## config.mk

```make
export PLATFORM = sky130hd
export DESIGN_NAME = npc_unit
export DESIGN_NICKNAME = d
export VERILOG_FILES = /design/src/rtl/npc_pkg.sv /design/src/rtl/npc_decode.sv /design/src/rtl/npc_cond.sv /design/src/rtl/npc_target.sv /design/src/rtl/npc_unit.sv
export SDC_FILE = /design/constraint.sdc
export NUM_CORES = 1
export LEC_CHECK = 0
export BUFFER_PORTS_ARGS = -buffer_cell sky130_fd_sc_hd__buf_2
export CAP_MARGIN = 30
export CORE_MARGIN = 4
export CORE_UTILIZATION = 57
export DETAILED_ROUTE_END_ITERATION = 10
export PLACE_DENSITY = 0.92
export SLEW_MARGIN = 20
export SYNTH_ARGS = -nofsm -noshare
export SYNTH_HDL_FRONTEND = slang
export SYNTH_SLANG_ARGS = --single-unit
```

## constraint.sdc

```tcl
create_clock -name clk -period 8.87 [get_ports clk]
set_clock_uncertainty 0.1 [all_clocks]
set_input_delay 0 -clock clk [delete_from_list [all_inputs] [get_ports clk]]
set_output_delay 0 -clock clk [all_outputs]
set_load 0.01 [all_outputs]
```

## src/rtl/npc_pkg.sv

```systemverilog
package npc_pkg;
  localparam int OPC_W   = 6;
  localparam int FUNCT_W = 6;
  localparam int RIDX_W  = 5;
  localparam int IMM_W   = 16;
  localparam int JIDX_W  = 26;

  localparam logic [OPC_W-1:0]   OPC_REGOP  = 6'h00;
  localparam logic [OPC_W-1:0]   OPC_SIGNBR = 6'h01;
  localparam logic [OPC_W-1:0]   OPC_JUMP   = 6'h02;
  localparam logic [OPC_W-1:0]   OPC_CALL   = 6'h03;
  localparam logic [OPC_W-1:0]   OPC_EQBR   = 6'h04;
  localparam logic [FUNCT_W-1:0] FN_JREG    = 6'h08;
  localparam logic [FUNCT_W-1:0] FN_JREGLNK = 6'h09;
  localparam logic [RIDX_W-1:0]  RT_GEZ     = 5'd1;
  localparam logic [RIDX_W-1:0]  RA_IDX     = 5'd31;

  typedef enum logic [2:0] {
    FLOW_SEQ,
    FLOW_EQ,
    FLOW_GEZ,
    FLOW_ABS,
    FLOW_REG
  } flow_e;

  typedef struct packed {
    flow_e             flow;
    logic              link_req;
    logic [RIDX_W-1:0] link_dst;
    logic [IMM_W-1:0]  offset;
    logic [JIDX_W-1:0] region_idx;
  } ctl_t;
endpackage

```

## src/rtl/npc_decode.sv

```systemverilog
module npc_decode
  import npc_pkg::*;
#(
  parameter int XLEN = 32
) (
  input  logic [XLEN-1:0] instr,
  output ctl_t            ctl
);
  logic [OPC_W-1:0]   opc;
  logic [FUNCT_W-1:0] fn;
  logic [RIDX_W-1:0]  rt_f;
  logic [RIDX_W-1:0]  rd_f;

  assign opc  = instr[31:26];
  assign fn   = instr[5:0];
  assign rt_f = instr[20:16];
  assign rd_f = instr[15:11];

  always_comb begin
    ctl            = '0;
    ctl.flow       = FLOW_SEQ;
    ctl.offset     = instr[IMM_W-1:0];
    ctl.region_idx = instr[JIDX_W-1:0];
    unique case (opc)
      OPC_REGOP: begin
        if (fn == FN_JREG) begin
          ctl.flow = FLOW_REG;
        end else if (fn == FN_JREGLNK) begin
          ctl.flow     = FLOW_REG;
          ctl.link_req = 1'b1;
          ctl.link_dst = rd_f;
        end
      end
      OPC_SIGNBR: if (rt_f == RT_GEZ) ctl.flow = FLOW_GEZ;
      OPC_JUMP:   ctl.flow = FLOW_ABS;
      OPC_CALL: begin
        ctl.flow     = FLOW_ABS;
        ctl.link_req = 1'b1;
        ctl.link_dst = RA_IDX;
      end
      OPC_EQBR:   ctl.flow = FLOW_EQ;
      default:    ctl.flow = FLOW_SEQ;
    endcase
  end
endmodule

```

## src/rtl/npc_cond.sv

```systemverilog
module npc_cond
  import npc_pkg::*;
#(
  parameter int XLEN = 32
) (
  input  flow_e           flow,
  input  logic [XLEN-1:0] opa,
  input  logic [XLEN-1:0] opb,
  output logic            taken
);
  logic eq_hit;
  logic gez_hit;

  assign eq_hit  = (opa == opb);
  assign gez_hit = ~opa[XLEN-1];

  always_comb begin
    unique case (flow)
      FLOW_EQ:  taken = eq_hit;
      FLOW_GEZ: taken = gez_hit;
      default:  taken = 1'b0;
    endcase
  end
endmodule

```

## src/rtl/npc_target.sv

```systemverilog
module npc_target
  import npc_pkg::*;
#(
  parameter int XLEN = 32
) (
  input  logic [XLEN-1:0] pc_cur,
  input  ctl_t            ctl,
  input  logic            taken,
  input  logic [XLEN-1:0] reg_tgt,
  output logic [XLEN-1:0] pc_next,
  output logic [XLEN-1:0] ret_addr
);
  localparam int EXT_W    = XLEN - IMM_W - 2;
  localparam int REGION_W = XLEN - JIDX_W - 2;

  logic [XLEN-1:0] seq_pc;
  logic [XLEN-1:0] rel_off;
  logic [XLEN-1:0] rel_pc;
  logic [XLEN-1:0] abs_pc;

  assign seq_pc   = pc_cur + XLEN'(4);
  assign ret_addr = pc_cur + XLEN'(8);
  assign rel_off  = {{EXT_W{ctl.offset[IMM_W-1]}}, ctl.offset, 2'b00};
  assign rel_pc   = seq_pc + rel_off;
  assign abs_pc   = {seq_pc[XLEN-1 -: REGION_W], ctl.region_idx, 2'b00};

  always_comb begin
    unique case (ctl.flow)
      FLOW_EQ, FLOW_GEZ: pc_next = taken ? rel_pc : seq_pc;
      FLOW_ABS:          pc_next = abs_pc;
      FLOW_REG:          pc_next = reg_tgt;
      default:           pc_next = seq_pc;
    endcase
  end
endmodule

```

## src/rtl/npc_unit.sv

```systemverilog
module npc_unit
  import npc_pkg::*;
#(
  parameter int XLEN = 32
) (
  input  logic              clk,
  input  logic              rst_n,
  input  logic              in_valid,
  input  logic [XLEN-1:0]   instr,
  input  logic [XLEN-1:0]   rs_val,
  input  logic [XLEN-1:0]   rt_val,
  output logic [XLEN-1:0]   pc,
  output logic              lnk_valid,
  output logic [RIDX_W-1:0] lnk_idx,
  output logic [XLEN-1:0]   lnk_data
);
  ctl_t            ctl;
  logic            taken;
  logic [XLEN-1:0] pc_nx;
  logic [XLEN-1:0] ret_addr;

  npc_decode #(.XLEN(XLEN)) u_dec (
    .instr (instr),
    .ctl   (ctl)
  );

  npc_cond #(.XLEN(XLEN)) u_cond (
    .flow  (ctl.flow),
    .opa   (rs_val),
    .opb   (rt_val),
    .taken (taken)
  );

  npc_target #(.XLEN(XLEN)) u_tgt (
    .pc_cur   (pc),
    .ctl      (ctl),
    .taken    (taken),
    .reg_tgt  (rs_val),
    .pc_next  (pc_nx),
    .ret_addr (ret_addr)
  );

  always_ff @(posedge clk) begin
    if (!rst_n)        pc <= '0;
    else if (in_valid) pc <= pc_nx;
  end

  assign lnk_valid = in_valid & ctl.link_req & (ctl.link_dst != '0);
  assign lnk_idx   = ctl.link_dst;
  assign lnk_data  = ret_addr;
endmodule

```

==> results.yml <==
sta:
  hold_viol_final: 1
  setup_tns_ps: 0
  min_period_ps: 4580
  fmax_ghz: 0.218
  relSlewSlack_pct: 40.4
  tightest_slew_ps: 887
  holdWs_ps: -1.65
  fin_crit_sh_pct: 51.6
  setup_viol: 0
  finalMaxSlewViolations: 0
  rsz0062_at_grt: "false"
clocking:
  clkLatencyLatePin_ps: 290
  cts_root_buf: "clkbuf_8"
  clockBufferDepth: 2
  numCtsBuffers: 5
  cts.sinks: 32
  cts_setup_buffers: 0
  cts_tree: "done"
  htreeDepth: 2
  path_clk_slew_ps: 80
hold_path:
  hold_path_class: "in -> reg"
  min_from: "rs_val[3]"
  whs_path_depth: 5
  hold_end: "pc[3]"
global_route:
  grt-ovfl-total: 0
  grt_pass1_wl_mm: 30.2
  grt_max_degree: 67
  grt.total_usage_pct: 36.2
  antenna_found_initial: 0
  first_global_vias: 5923
routing:
  maxUsedRoutingLayer: "met4"
  finalWirelength_mm: 19.8
  vias_per_cell: 6.45
  ant_nets: 0
  wl_met1_mm: 7.32
  drtIter0Drc: 608
  vias: 6457
  wl_met3_mm: 2.89
  drcViolationCount: 0
  dr.pass1.iters: 6
  drt-wirelength-per-cell_um: 19.8
  wl_met2_mm: 8.52
layout:
  final_nets: 1026
  syn_to_final_growth_pct: 18.3
  top_register: "pc"
  nFillCells: 796
  largest_reg_flops: 32
  largest_registers: "pc x32"
  diodes: 0
  drive_gt1_share_pct: 22.2
logic_synthesis:
  synth_fp_nets: 886
  ys_warn_count: 0
  async_reset_ff_share_pct: 0
  ys_ff_latch: 32
  synth_edf_count: 0
  synth_cells: 753
  syn-cell-area_um2: 5130
  synth-seq-area-share_pct: 12.5
  syn_area_per_cell_um2: 6.82
  ys_types: 68
  synthFlopType: "dfxtp_1"
die:
  coreArea_um2: 8760
  die-width_um: 103
  num_rows: 34
  floorplan.die_area_um2: 10600
  fp.dieH_um: 103
  ioPinCount: 169
  start_util_pct: 58.6
setup_path:
  cp-start-kind: "flop"
  path_max_fanout: 8
  crit_type: "reg -> reg"
  ff2ff_setup_slack_ps: 4290
  crit_required_ps: 8940
  crit_arrival_ps: 4650
  reg2reg_to: "pc[30]"
  reg2reg_from: "pc[4]"
  crit_path_end_kind: "flop"
  reg2reg_depth: 17
run_status:
  violations: "negative hold slack"
  status: "finished, violations left"
job:
  max_cap_viol_count: 0
pwr:
  p_leak_nw: 2.83
  power.density_nw_per_um2: 85.5
  peakVddDrop_mv: 0.0492
placement:
  port_buffers: 168
  dp_hpwl_mm: 15.4
  gp_congestion: 0.997
[report_power, final]
part,switching [mW],internal [mW]
combinational,0.136,0.0981
clock,0.0606,0.0535
sequential,0.0194,0.151
total,0.216,0.303
[cell families after synthesis]
family / after synthesis / synth area share (%)
compound gates: 207 / 25.0
xor+xnor: 108 / 18.6
fa+ha+maj: 34 / 8.43
buf+inv: 65 / 5.68
flops: 32 / 12.5
mux: 6 / 1.22
simple gates: 301 / 28.7
[worst max-delay path, stage by stage, from the launching register on]
cell and delay (ps):
dfxtp_1 470, ha_1 320, nand3_4 130, nor3_1 490, and3_1 320, nand3_1 150, nor2_1 200, nand2_1 90
xnor2_1 220, ha_1 340, and2_1 200, nand3_1 90, o22ai_1 90, a211o_1 320, a41o_1 260, a311o_1 320
a211oi_1 230, o41ai_1 100
[metal layers]
| metal | vias up | track usage [%] |
|---|---|---|
| met2 | 499 | 54.8 |
| li1 | 2985 | - |
| met5 | - | 0 |
| met3 | 94 | 9.54 |
| met1 | 2879 | 47.3 |
| met4 | 0 | 18.1 |
[synthesized netlist by cell type (all sizes together) (19+ instances only)]
cell type	count	area share, %
nor2	49	3.6
nor3	21	2.3
o21ai	66	6.5
xnor2	51	8.8
buf	20	2.4
clkbuf	26	1.9
xor2	57	9.7
inv	19	1.4
nand3	44	4.6
and3	20	2.4
ha	33	8.0
nand2	110	8.0
a21oi	61	6.0
dfxtp	32	12
[per-stage QoR]
| stage | std cells | util, % | total power, mW | cell area, um2 | setup slack, ps |
|---|---|---|---|---|---|
| floorplan | 753 | - | 0.315 | 5130 | 4910 |
| global placement | 989 | 67.8 | 0.394 | 5940 | 4520 |
| detailed placement | 989 | 67.8 | 0.398 | 5940 | 4430 |
| CTS | 1000 | 69.1 | 0.511 | 6060 | 4390 |
| global route | 1001 | 69.3 | 0.547 | 6070 | 3940 |
| finish | 1001 | 69.3 | 0.519 | 6070 | 4290 |
[repair_timing]
item | CTS | global route
hold endpoints to repair | 4 | 0
gates resized for setup | 0 | 0
hold buffers | 4 | 0
[how the worst max path moves through the flow]
stage,end,depth (start not counted),startpoint,slack [ps]
global placement,pc[30],17,pc[4],4520
detailed placement,pc[30],17,pc[4],4430
finish,pc[30],17,pc[4],4290
floorplan,pc[30],17,pc[4],4910
CTS,pc[30],17,pc[4],4390
global route,pc[30],17,pc[4],3940
[layout make-up]
type | count | area [um2] | share of cell area [%]
clock buffer | 6 | 72.6 | 1.19
clock inverter | 1 | 5.00 | 0.0824
inverter | 19 | 71.3 | 1.17
multi-input combinational | 656 | 4210 | 69.3
sequential | 32 | 641 | 10.5
tap | 108 | 135 | 2.22
timing repair buffer | 179 | 941 | 15.5
[placed cells by master, fill, tap and decap left out, types with 6 or more instances in the layout]
| master | n |
|---|---|
| a31oi_1 | 9 |
| ha_1 | 33 |
| o21ai_0 | 61 |
| buf_2 | 168 |
| nand3_1 | 42 |
| nand2_1 | 110 |
| xnor2_1 | 50 |
| a221oi_1 | 11 |
| a211oi_1 | 7 |
| nor4_1 | 11 |
| nor2_1 | 49 |
| nand2b_1 | 9 |
| nor2b_1 | 8 |
| nor3_1 | 18 |
| inv_1 | 19 |
| xor2_1 | 57 |
| nand4_1 | 12 |
| a21o_1 | 12 |
| buf_4 | 6 |
| dfxtp_1 | 32 |
| a21oi_1 | 60 |
| and3_1 | 20 |
No activity file was read; power rests on OpenSTA's default activity.
